`src/rtl/tile_addr_pkg.sv`:
```
package tile_addr_pkg;
  typedef enum logic {
    SCAN_ROWS = 1'b0,
    SCAN_COLS = 1'b1
  } scan_mode_e;
endpackage

```
`src/rtl/tile_loop_ctr.sv`:
```
module tile_loop_ctr #(
  parameter int W = 8
) (
  input  logic         clk,
  input  logic         rst_n,
  input  logic         clr_i,
  input  logic         adv_i,
  input  logic [W-1:0] limit_i,
  output logic [W-1:0] cnt_o,
  output logic         at_end_o
);
  logic [W-1:0] cnt_q, cnt_d;

  assign at_end_o = (cnt_q == limit_i - W'(1));
  assign cnt_o    = cnt_q;

  always_comb begin
    cnt_d = cnt_q;
    if (clr_i)       cnt_d = '0;
    else if (adv_i)  cnt_d = at_end_o ? '0 : cnt_q + W'(1);
  end

  always_ff @(posedge clk or negedge rst_n) begin
    if (!rst_n)                cnt_q <= '0;
    else if (clr_i || adv_i)   cnt_q <= cnt_d;
  end

  // the loop index never leaves its range
  p_cnt_in_range_r5: assert property (@(posedge clk) disable iff (!rst_n)
    (limit_i != '0) |-> (cnt_q < limit_i));
endmodule

```
`src/rtl/tile_addr_step.sv`:
```
module tile_addr_step #(
  parameter int AW = 16
) (
  input  logic          clk,
  input  logic          rst_n,
  input  logic          load_i,
  input  logic [AW-1:0] load_addr_i,
  input  logic          adv_i,
  input  logic          line_end_i,
  input  logic [AW-1:0] inner_step_i,
  input  logic [AW-1:0] outer_step_i,
  output logic [AW-1:0] addr_o
);
  logic [AW-1:0] line_q, line_d, addr_q, addr_d;

  always_comb begin
    line_d = line_q;
    addr_d = addr_q;
    if (load_i) begin
      line_d = load_addr_i;
      addr_d = load_addr_i;
    end else if (adv_i) begin
      if (line_end_i) begin
        line_d = line_q + outer_step_i;
        addr_d = line_q + outer_step_i;
      end else begin
        addr_d = addr_q + inner_step_i;
      end
    end
  end

  always_ff @(posedge clk or negedge rst_n) begin
    if (!rst_n) begin
      line_q <= '0;
      addr_q <= '0;
    end else if (load_i || adv_i) begin
      line_q <= line_d;
      addr_q <= addr_d;
    end
  end

  assign addr_o = addr_q;

  // without a load or an advance the address does not move
  p_addr_idle_r6: assert property (@(posedge clk) disable iff (!rst_n)
    (!load_i && !adv_i) |=> $stable(addr_q));
endmodule

```
`src/rtl/tile_addr_seq.sv`:
```
module tile_addr_seq
  import tile_addr_pkg::*;
#(
  parameter int ADDR_W = 16,
  parameter int DIM_W  = 8
) (
  input  logic              clk,
  input  logic              rst_n,
  input  logic              start_i,
  input  logic [ADDR_W-1:0] base_i,
  input  logic [DIM_W-1:0]  tile_idx_i,
  input  logic [DIM_W-1:0]  rows_i,
  input  logic [DIM_W-1:0]  cols_i,
  input  logic [DIM_W-1:0]  stride_i,
  input  logic              col_scan_i,
  input  logic              ready_i,
  output logic [ADDR_W-1:0] addr_o,
  output logic              valid_o,
  output logic              last_o,
  output logic              done_o
);
  localparam int PROD_W = 2 * DIM_W;

  scan_mode_e       mode_q;
  logic [DIM_W-1:0] rows_q, cols_q, stride_q;
  logic             valid_q, valid_d, done_q;
  logic             start_ok, accept, fin;
  logic [PROD_W-1:0] offset;
  logic [ADDR_W-1:0] first_addr, in_step, out_step;
  logic [DIM_W-1:0]  in_lim, out_lim, in_cnt, out_cnt;
  logic              in_end, out_end;

  assign start_ok   = start_i && !valid_q && (rows_i != '0) && (cols_i != '0);
  assign accept     = valid_q && ready_i;
  assign fin        = in_end && out_end;
  assign offset     = PROD_W'(tile_idx_i) * PROD_W'(cols_i);
  assign first_addr = base_i + ADDR_W'(offset);

  always_comb begin
    if (mode_q == SCAN_COLS) begin
      in_lim   = rows_q;
      out_lim  = cols_q;
      in_step  = ADDR_W'(stride_q);
      out_step = ADDR_W'(1);
    end else begin
      in_lim   = cols_q;
      out_lim  = rows_q;
      in_step  = ADDR_W'(1);
      out_step = ADDR_W'(stride_q);
    end
  end

  always_comb begin
    valid_d = valid_q;
    if (start_ok)           valid_d = 1'b1;
    else if (accept && fin) valid_d = 1'b0;
  end

  always_ff @(posedge clk or negedge rst_n) begin
    if (!rst_n) begin
      valid_q <= 1'b0;
      done_q  <= 1'b0;
    end else begin
      valid_q <= valid_d;
      done_q  <= accept && fin;
    end
  end

  always_ff @(posedge clk or negedge rst_n) begin
    if (!rst_n) begin
      mode_q   <= SCAN_ROWS;
      rows_q   <= '0;
      cols_q   <= '0;
      stride_q <= '0;
    end else if (start_ok) begin
      mode_q   <= scan_mode_e'(col_scan_i);
      rows_q   <= rows_i;
      cols_q   <= cols_i;
      stride_q <= stride_i;
    end
  end

  tile_loop_ctr #(.W(DIM_W)) u_inner (
    .clk(clk), .rst_n(rst_n), .clr_i(start_ok), .adv_i(accept),
    .limit_i(in_lim), .cnt_o(in_cnt), .at_end_o(in_end)
  );

  tile_loop_ctr #(.W(DIM_W)) u_outer (
    .clk(clk), .rst_n(rst_n), .clr_i(start_ok), .adv_i(accept && in_end),
    .limit_i(out_lim), .cnt_o(out_cnt), .at_end_o(out_end)
  );

  tile_addr_step #(.AW(ADDR_W)) u_step (
    .clk(clk), .rst_n(rst_n), .load_i(start_ok), .load_addr_i(first_addr),
    .adv_i(accept), .line_end_i(in_end), .inner_step_i(in_step),
    .outer_step_i(out_step), .addr_o(addr_o)
  );

  assign valid_o = valid_q;
  assign last_o  = valid_q && fin;
  assign done_o  = done_q;

  p_hold_on_stall_r6: assert property (@(posedge clk) disable iff (!rst_n)
    (valid_o && !ready_i) |=> (valid_o && $stable(addr_o) && $stable(last_o)));
  p_done_after_last_r7: assert property (@(posedge clk) disable iff (!rst_n)
    (valid_o && ready_i && last_o) |=> (done_o && !valid_o));
  p_done_single_r7: assert property (@(posedge clk) disable iff (!rst_n)
    done_o |=> !done_o);
  p_busy_keeps_run_r8: assert property (@(posedge clk) disable iff (!rst_n)
    (valid_o && !(ready_i && last_o)) |=> valid_o);
  p_zero_start_ignored_r9: assert property (@(posedge clk) disable iff (!rst_n)
    (!valid_o && start_i && (rows_i == '0 || cols_i == '0)) |=> !valid_o);
  p_last_needs_valid_r5: assert property (@(posedge clk) disable iff (!rst_n)
    last_o |-> valid_o);
  p_step_bounds_r5: assert property (@(posedge clk) disable iff (!rst_n)
    valid_o |-> (in_cnt < in_lim && out_cnt < out_lim));
endmodule

```
`config.mk`:
```
export PLATFORM = sky130hd
export DESIGN_NAME = tile_addr_seq
export DESIGN_NICKNAME = d
export VERILOG_FILES = /design/src/rtl/tile_addr_pkg.sv /design/src/rtl/tile_loop_ctr.sv /design/src/rtl/tile_addr_step.sv /design/src/rtl/tile_addr_seq.sv
export SDC_FILE = /design/constraint.sdc
export NUM_CORES = 1
export LEC_CHECK = 0
export CORE_ASPECT_RATIO = 1.5
export CORE_MARGIN = 2
export CORE_UTILIZATION = 50
export CTS_BUF_LIST = sky130_fd_sc_hd__clkbuf_8
export DETAILED_ROUTE_END_ITERATION = 7
export PLACE_DENSITY = 0.71
export SLEW_MARGIN = 15
export SYNTH_ARGS = -nofsm -noshare
export SYNTH_HDL_FRONTEND = slang
export SYNTH_SLANG_ARGS = --single-unit
export TNS_END_PERCENT = 100
```
`constraint.sdc`:
```
create_clock -name clk -period 4.9 [get_ports clk]
set_input_delay 1.225 -clock clk [delete_from_list [all_inputs] [get_ports clk]]
set_output_delay 1.225 -clock clk [all_outputs]
set_load 0.01 [all_outputs]
```
==> results summary, run 1 <==
The flow ran to the end, but the final reports show violations. The final reports fail on setup timing. The register area came out at between 1500 and 2000 µm².

The count of different cell masters after synthesis came out at 67. The clock transition time at the flip-flop clock pins of the worst setup and hold paths came out at roughly 0.08 ns. The longest clock path from root to sink contains 2 buffers. For this run, the share of the core covered by cells in the final layout is 0.6340. The transition time at the pin with the least slew margin is 0.8707 ns. The total number of H-tree levels came out at 3.

The leakage power total is roughly 4.5 nW. The async set or reset register ratio after synthesis came out at 1.000. The post-detailed-route via-to-cell ratio came out at approximately 5.6.

The element type at the critical path start is an input port. The number of antenna-violating nets in the routed design is 0. The count of pins on the block boundary came out at between 70 and 80. Each instance of the synthesized netlist takes up on average 8.352 µm².

The cell count after synthesis came out at about 940. Setup repair after global routing could not meet its margin everywhere. The tool flagged a number of max-cap violations equal to 0. The sum of overflow across all layers after global routing came out at 0. Derived from the worst setup path, the maximum achievable clock frequency is about 190 MHz. In this run the vertical extent of the chip is ~160 µm. The setup-violating endpoint count in the final report is 10.

The die is 106.3 µm wide. The number of antenna repair diodes is 0. The number of rows created at floorplan came out at 56. The critical path required time is between 5 and 6 ns. The number of global-route vias before repair is 7206. The initial utilization of the core area, before any placement, comes to 0.5065. TritonCTS built the clock tree.

The number of antenna violations at the first check in global routing is 0. In the routed design, unresolved DRC markers number 0. The later-pin clock latency in the skew report came out at 0.37 ns. In the post-route analysis, the smallest setup slack over all paths is -0.2362 ns. The share of total power dissipated in combinational logic is 0.690. The area of the multi-input gates is around 5800 µm². The hold path startpoint is stride_q[0]. Of the total power, registers draw 0.200. The worst hold path belongs to the class reg -> reg.

Of the total power, the share spent switching nets is 0.4473. Fill cells in the final layout number 1345. The wire length per cell is ~17 µm.

The switching power total is ~0.0025 W. The total number of vias is about 7000. The post-synthesis net count is between 1000 and 1500. The worst clock skew is between 0.015 and 0.02 ns. The count of flip-flops with a built-in enable after synthesis is 0.

The number of standard cells in the final layout excluding fillers is around 1300. The final net count came out at roughly 1200. The maximum vdd drop came out at a little under 0.0003 V. The count of TritonRoute iterations in the first routing pass is 7. The root buffer cell chosen for the clock tree is clkbuf_8. The die covers between 15000 and 20000 µm².

The clock sink count is between 70 and 80. For the worst setup path, the data arrival time is ~5.4 ns. The synthesis-to-layout area growth came out at 25.18%. The number of design-rule violations left by the first detailed-router iteration came out at 310.

In this run the worst path has a maximum fanout of 5. The total instance count after detailed placement came out at between 1000 and 1500. The count of final hold-check violations came out at 0. The count of hold-fix buffers inserted at cts is 0. The internal power of the cells came out at 0.003032 W. The number of buffers created by CTS is 9. The commonest register cell after synthesis is dfrtp_1. The region available for standard cell placement spans roughly 15000 µm². By startpoint and endpoint, the worst setup path is classified as in -> reg. Power spread over the standard cell area amounts to about 560 nW/µm².

Setup slack on the worst reg-to-reg path comes out at 1.09 ns. The detailed-route wire length came out at between 20000 and 25000 µm. The synthesis warning total came out at 0. The type of element capturing the critical path is a flip-flop. Across every metal layer, demand over resource in global routing totals 0.2635.

Entering global routing, the biggest net connects 59 pins. Of the synthesized area, sequential elements account for 0.2393. The clock power share came out at 0.110. In this run the critical register-to-register path is launched from mode_q. Detailed placement finished with a half-perimeter wire length of about 16000 µm. The placer congestion estimate is around 0.89. Summing every instance area after synthesis gives about 7800 µm². The count of port buffers added during placement came out at slightly above 70. The first element of the critical path is tile_idx_i[3].

The register bit count reported by yosys is between 70 and 80. The part of the cycle the worst path needs came out at 1.048. The final critical path time including I/O delays and setup is between 5 and 6 ns. The total design power is between 0.005 and 0.006 W. The fraction of layout instances using a drive strength above 1 came out at 0.1875. The final count of pins violating max slew was 0. The worst pin sits at a relative slew slack of 0.4146. OpenSTA, run right after detailed placement, puts the worst setup slack at -1.167 ns. The global-route wire length before repair came out at approximately 35000 µm.
state kept, by name (all words and copies together), names as in the netlist:
| signal | cells |
|---|---|
| u_outer.cnt_o | 8 |
| valid_o | 1 |
| u_step.addr_o | 16 |
| done_o | 1 |
| mode_q | 1 |
| rows_q | 8 |
| stride_q | 8 |
| cols_q | 8 |
| u_inner.cnt_o | 8 |
| u_step.line_q | 16 |
cell usage after synthesis, types with 7 or more instances:
cell type,count,share of area
nor3b_1,7,0.0067
mux2i_1,19,0.024
nor2b_1,14,0.011
nor2_1,49,0.023
and2_1,44,0.035
nand3_1,23,0.015
or3_1,7,0.0056
o211ai_1,8,0.0077
inv_1,112,0.054
clkbuf_1,29,0.014
o21ai_0,32,0.020
fa_1,52,0.13
a21oi_1,22,0.014
xor2_1,23,0.026
nand2_1,150,0.072
nor4_1,12,0.0096
a211oi_1,12,0.011
ha_1,55,0.088
nor3_1,24,0.015
o21a_1,19,0.018
dfrtp_1,75,0.24
xnor2_1,29,0.032
a21o_1,8,0.0077
stage by stage:
stage / hold WS [ns] / instance area (µm²) / setup TNS (ns)
2_1_floorplan: 0.4507 / 8114 / -1.448
3_3_place_gp: 0.4719 / 9191 / -17.81
3_5_place_dp: 0.4819 / 9191 / -19.11
4_1_cts: 0.5014 / 9649 / -0.6834
5_1_grt: 0.5166 / 9817 / -2.753
6_report: 0.4988 / 9817 / -1.272
power groups by stage:
stage | clock, W | sequential, W | combinational (W)
floorplan | 0 | 0.00103 | 0.00240
global placement | 0 | 0.00110 | 0.00331
detailed placement | 0 | 0.00111 | 0.00338
CTS | 0.000603 | 0.00109 | 0.00361
global route | 0.000632 | 0.00114 | 0.00417
finish | 0.000602 | 0.00110 | 0.00379
final timing paths:
check,endpoint,depth (start not counted)
max reg2reg,u_step.addr_o[14],13
min in group asynchronous,stride_q[3],1
max,u_step.line_q[14],18
min reg2reg,stride_q[0],2
min,stride_q[0],2
max in group asynchronous,u_inner.cnt_o[7],2
final cells by class:
cell class,count,area share
Multi-Input combinational cell,712,0.5867
Sequential cell,75,0.1913
Timing Repair Buffer,141,0.1287
Inverter,112,0.04282
Tap cell,203,0.02587
Clock buffer,10,0.01402
Clock inverter,6,0.01058
cells by family (layout without fill, tap and decap cells):
group,after synthesis,after routing,share of synthesized area
buf+inv,152,269,0.07578
compound gates,164,164,0.1468
mux,23,23,0.02999
xor+xnor,52,52,0.05807
fa+ha+maj,107,107,0.2205
flops,75,75,0.2393
simple gates,366,366,0.2296
layout by cell type, fill, tap and decap left out, drive strengths merged, types with 10 or more instances in the layout:
master / netlist / layout
ha: 55 / 55
xnor2: 29 / 29
fa: 52 / 52
buf: 11 / 87
a211oi: 12 / 12
dfrtp: 75 / 75
o21ai: 32 / 32
o21a: 19 / 19
nor2b: 14 / 14
and2: 44 / 44
nand3: 23 / 23
nand2: 150 / 150
clkbuf: 29 / 10
nor3: 25 / 25
clkdlybuf4s50: 0 / 50
nor4: 13 / 13
nor2: 49 / 49
xor2: 23 / 23
inv: 112 / 113
mux2i: 19 / 19
a21oi: 22 / 22
worst max-delay path: stages:
cell	delay [ns]
buf_12	0.11
buf_6	0.10
and2_4	0.15
fa_2	0.39
fa_1	0.51
fa_1	0.54
inv_1	0.05
fa_1	0.50
inv_2	0.05
ha_4	0.21
buf_6	0.12
o21a_1	0.17
o21a_1	0.22
o221ai_4	0.26
a21oi_2	0.09
a211oi_2	0.28
xor2_2	0.27
a211oi_2	0.12
what timing repair did:
item,CTS,global route
endpoints found under the setup margin,22,19
buffers inserted,10,5
gates resized for setup,140,30
pin swaps,47,25
endpoints found under the hold margin,0,0
routing by layer:
metal	GRT usage	vias to the layer above	share of wire
met2	0.4780	170	0.52
met1	0.3054	3386	0.40
met3	0.02774	61	0.030
met4	0.1335	0	0.045
li1	-	3400	-
met5	0	-	0
(Power assumes the default switching activity.)
==> run 2, diff against run 1 <==
MAX_ROUTING_LAYER = met4   (was unset)
==> results summary, run 2 (same netlist as run 1, synthesis figures left out) <==
The global-route wire length before repair is ~34000 µm. Before CTS, the worst setup slack after placement is -1.157 ns. The number of buffers on the longest clock path is 2.

The detailed-route wire length came out at approximately 21000 µm. The count of final hold-check violations is 0. The floorplan has 56 rows. The floorplan step defined a die boundary enclosing between 15000 and 20000 µm². The critical path required time is between 5 and 6 ns. Setup repair after global routing could not meet its margin everywhere.

At the pin with the least slew margin, the transition time is about 1 ns. The total number of H-tree levels came out at 3. The die is ~160 µm tall. The maximum vdd drop came out at roughly 0.00039 V. The part of the cycle the worst path needs is 1.033.

The flow ran to the end, but the final reports show violations. The worst setup path is captured at a flip-flop. Clock tree synthesis inserted a total of 9 buffers.

The wire length per cell is 16.88 µm. The core region is approximately 15000 µm². For this run, design rule violations remaining after detail routing come to 0. The leakage power total is 4.488 nW. The placer congestion estimate came out at a little over 0.9.

The sum of overflow across all layers after global routing came out at 0. The count of port buffers added during placement came out at a little over 70. The count of hold-fix buffers inserted at cts is 0. The arrival time of data at the critical path endpoint is around 5.3 ns. The number of global-route vias before repair came out at roughly 7000.

The maximum clock frequency came out at 197.6 MHz. The path class of the tightest hold or removal check is reg -> reg. The total negative slack came out at -0.8139 ns. The number of antenna-violating nets in the routed design is 0. The clock root buffer is clkbuf_8. The least setup slack across all paths after layout came out at -0.1615 ns. The critical path in this run is classified as in -> reg. The final reports fail on setup timing.

The number of antenna repair diodes is 0. The total met3 wirelength after detailed routing is approximately 770 µm. The amount of wire on met2 after detailed routing is approximately 11000 µm. The total number of vias came out at roughly 7000. The worst clock skew is about 0.012 ns. The final count of pins violating max slew came out at 0.

The library cell used most frequently in the layout, excluding fill and tap cells, is nand2_1. The number of antenna violations at the first check in global routing is 0. The clock transition time at the flip-flop clock pins of the worst setup and hold paths came out at approximately 0.080 ns. The power per unit of standard cell area came out at roughly 570 nW/µm². Relative to the synthesized area, the layout overhead comes to 24.62%. The setup-violating endpoint count in the final report is 9. The net count of the finished layout is about 1200. The later-pin clock latency in the skew report came out at 0.36 ns. The effective utilization at floorplan came out at 0.5065. The element type at the critical path start is an input port. After the first detailed-routing iteration, the DRC count stood at between 300 and 400.

The count of pins on the block boundary is 72. Of the cells placed in the final design, the portion with a size suffix greater than 1 is 0.1937. The total routing usage reported by global routing came out at 0.2682. The TritonCTS clock tree is yes.

The top cell types in the final layout, fill and taps aside, are nand2_1 (137), inv_1 (95), dfrtp_1 (74). The count of TritonRoute iterations in the first routing pass came out at 5. Entering global routing, the biggest net connects 76 pins. The routed design could run at a clock period as short as 5.061 ns. The horizontal die dimension is 106.3 µm. Summed over all nets, the half-perimeter wirelength after detailed placement is roughly 16000 µm. The clock sink count came out at 75. The total of max-cap violations came out at 0. The maximum fanout along the worst path is 2.

The number of standard cells in the final layout excluding fillers came out at between 1000 and 1500. Signal routing reaches up to met4. The setup slack on the worst flop-to-flop path is approximately 0.99 ns.

The post-detailed-route via-to-cell ratio came out at 5.575. The total routed wire length on the met1 layer is approximately 8500 µm. The total instance count after detailed placement came out at about 1200.

The worst max-slew margin expressed relative to the limit is 0.3342.
## run 2: cell type report
class / count / area [µm²]
clock buffers: 10 / 137.6
clock inverters: 5 / 77.57
fillers: 1329 / 5712
inverters: 112 / 420.4
multi-input cells: 712 / 5812
flip-flops and latches: 75 / 1878
well taps: 203 / 254.0
repair buffers: 134 / 1194
## run 2: power by group
group	switching (W)	internal, W
combinational	0.00202	0.00192
clock	0.000246	0.000296
sequential	0.000265	0.000832
total	0.00253	0.00305
## run 2: final timing paths
kind	from	end	cells after the start
setup / recovery	base_i[6]	u_step.addr_o[13]	17
hold / removal	stride_q[2]	stride_q[2]	2
setup reg to reg	mode_q	u_step.addr_o[12]	13
hold reg to reg	stride_q[2]	stride_q[2]	2
max in group asynchronous	rst_n	mode_q	1
min in group asynchronous	rst_n	stride_q[3]	1
## run 2: worst max-delay path, cell delays in order
cell	delay, ns
dlygate4sd2_1	0.20
inv_2	0.04
fa_2	0.55
inv_1	0.06
fa_1	0.52
inv_2	0.04
fa_2	0.34
fa_1	0.52
inv_2	0.04
ha_4	0.21
a21o_1	0.21
a2111oi_4	0.40
a21oi_4	0.11
a31oi_4	0.19
xnor2_2	0.11
a32o_1	0.21
a311o_1	0.31
## run 2: what timing repair did
item | CTS | global route
setup buffers | 6 | 6
pin swaps | 48 | 46
gates resized for setup | 124 | 67
endpoints found under the setup margin | 22 | 20
## run 2: metal layers
layer  track usage  up-vias
met5             -        -
met1        0.3074     3361
met4        0.1084        0
met3       0.02816       55
li1              -     3375
met2        0.4774      183
## run 2: through the flow
step / instance area (µm²) / utilization / total power, W / hold slack (ns)
6_report: 9773 / 0.6311 / 0.005573 / 0.4955
4_1_cts: 9508 / 0.6140 / 0.005171 / 0.5042
3_5_place_dp: 9154 / 0.5911 / 0.004422 / 0.4823
3_3_place_gp: 9154 / 0.5911 / 0.004366 / 0.4713
5_1_grt: 9773 / 0.6311 / 0.006013 / 0.5314
2_1_floorplan: 8114 / - / 0.003432 / 0.4507
==> run 3, diff against run 2 <==
MAX_ROUTING_LAYER = unset   (was met4)
==> results of run 3 <==
Final layout, timing and power as in run 1 (identical DEF).
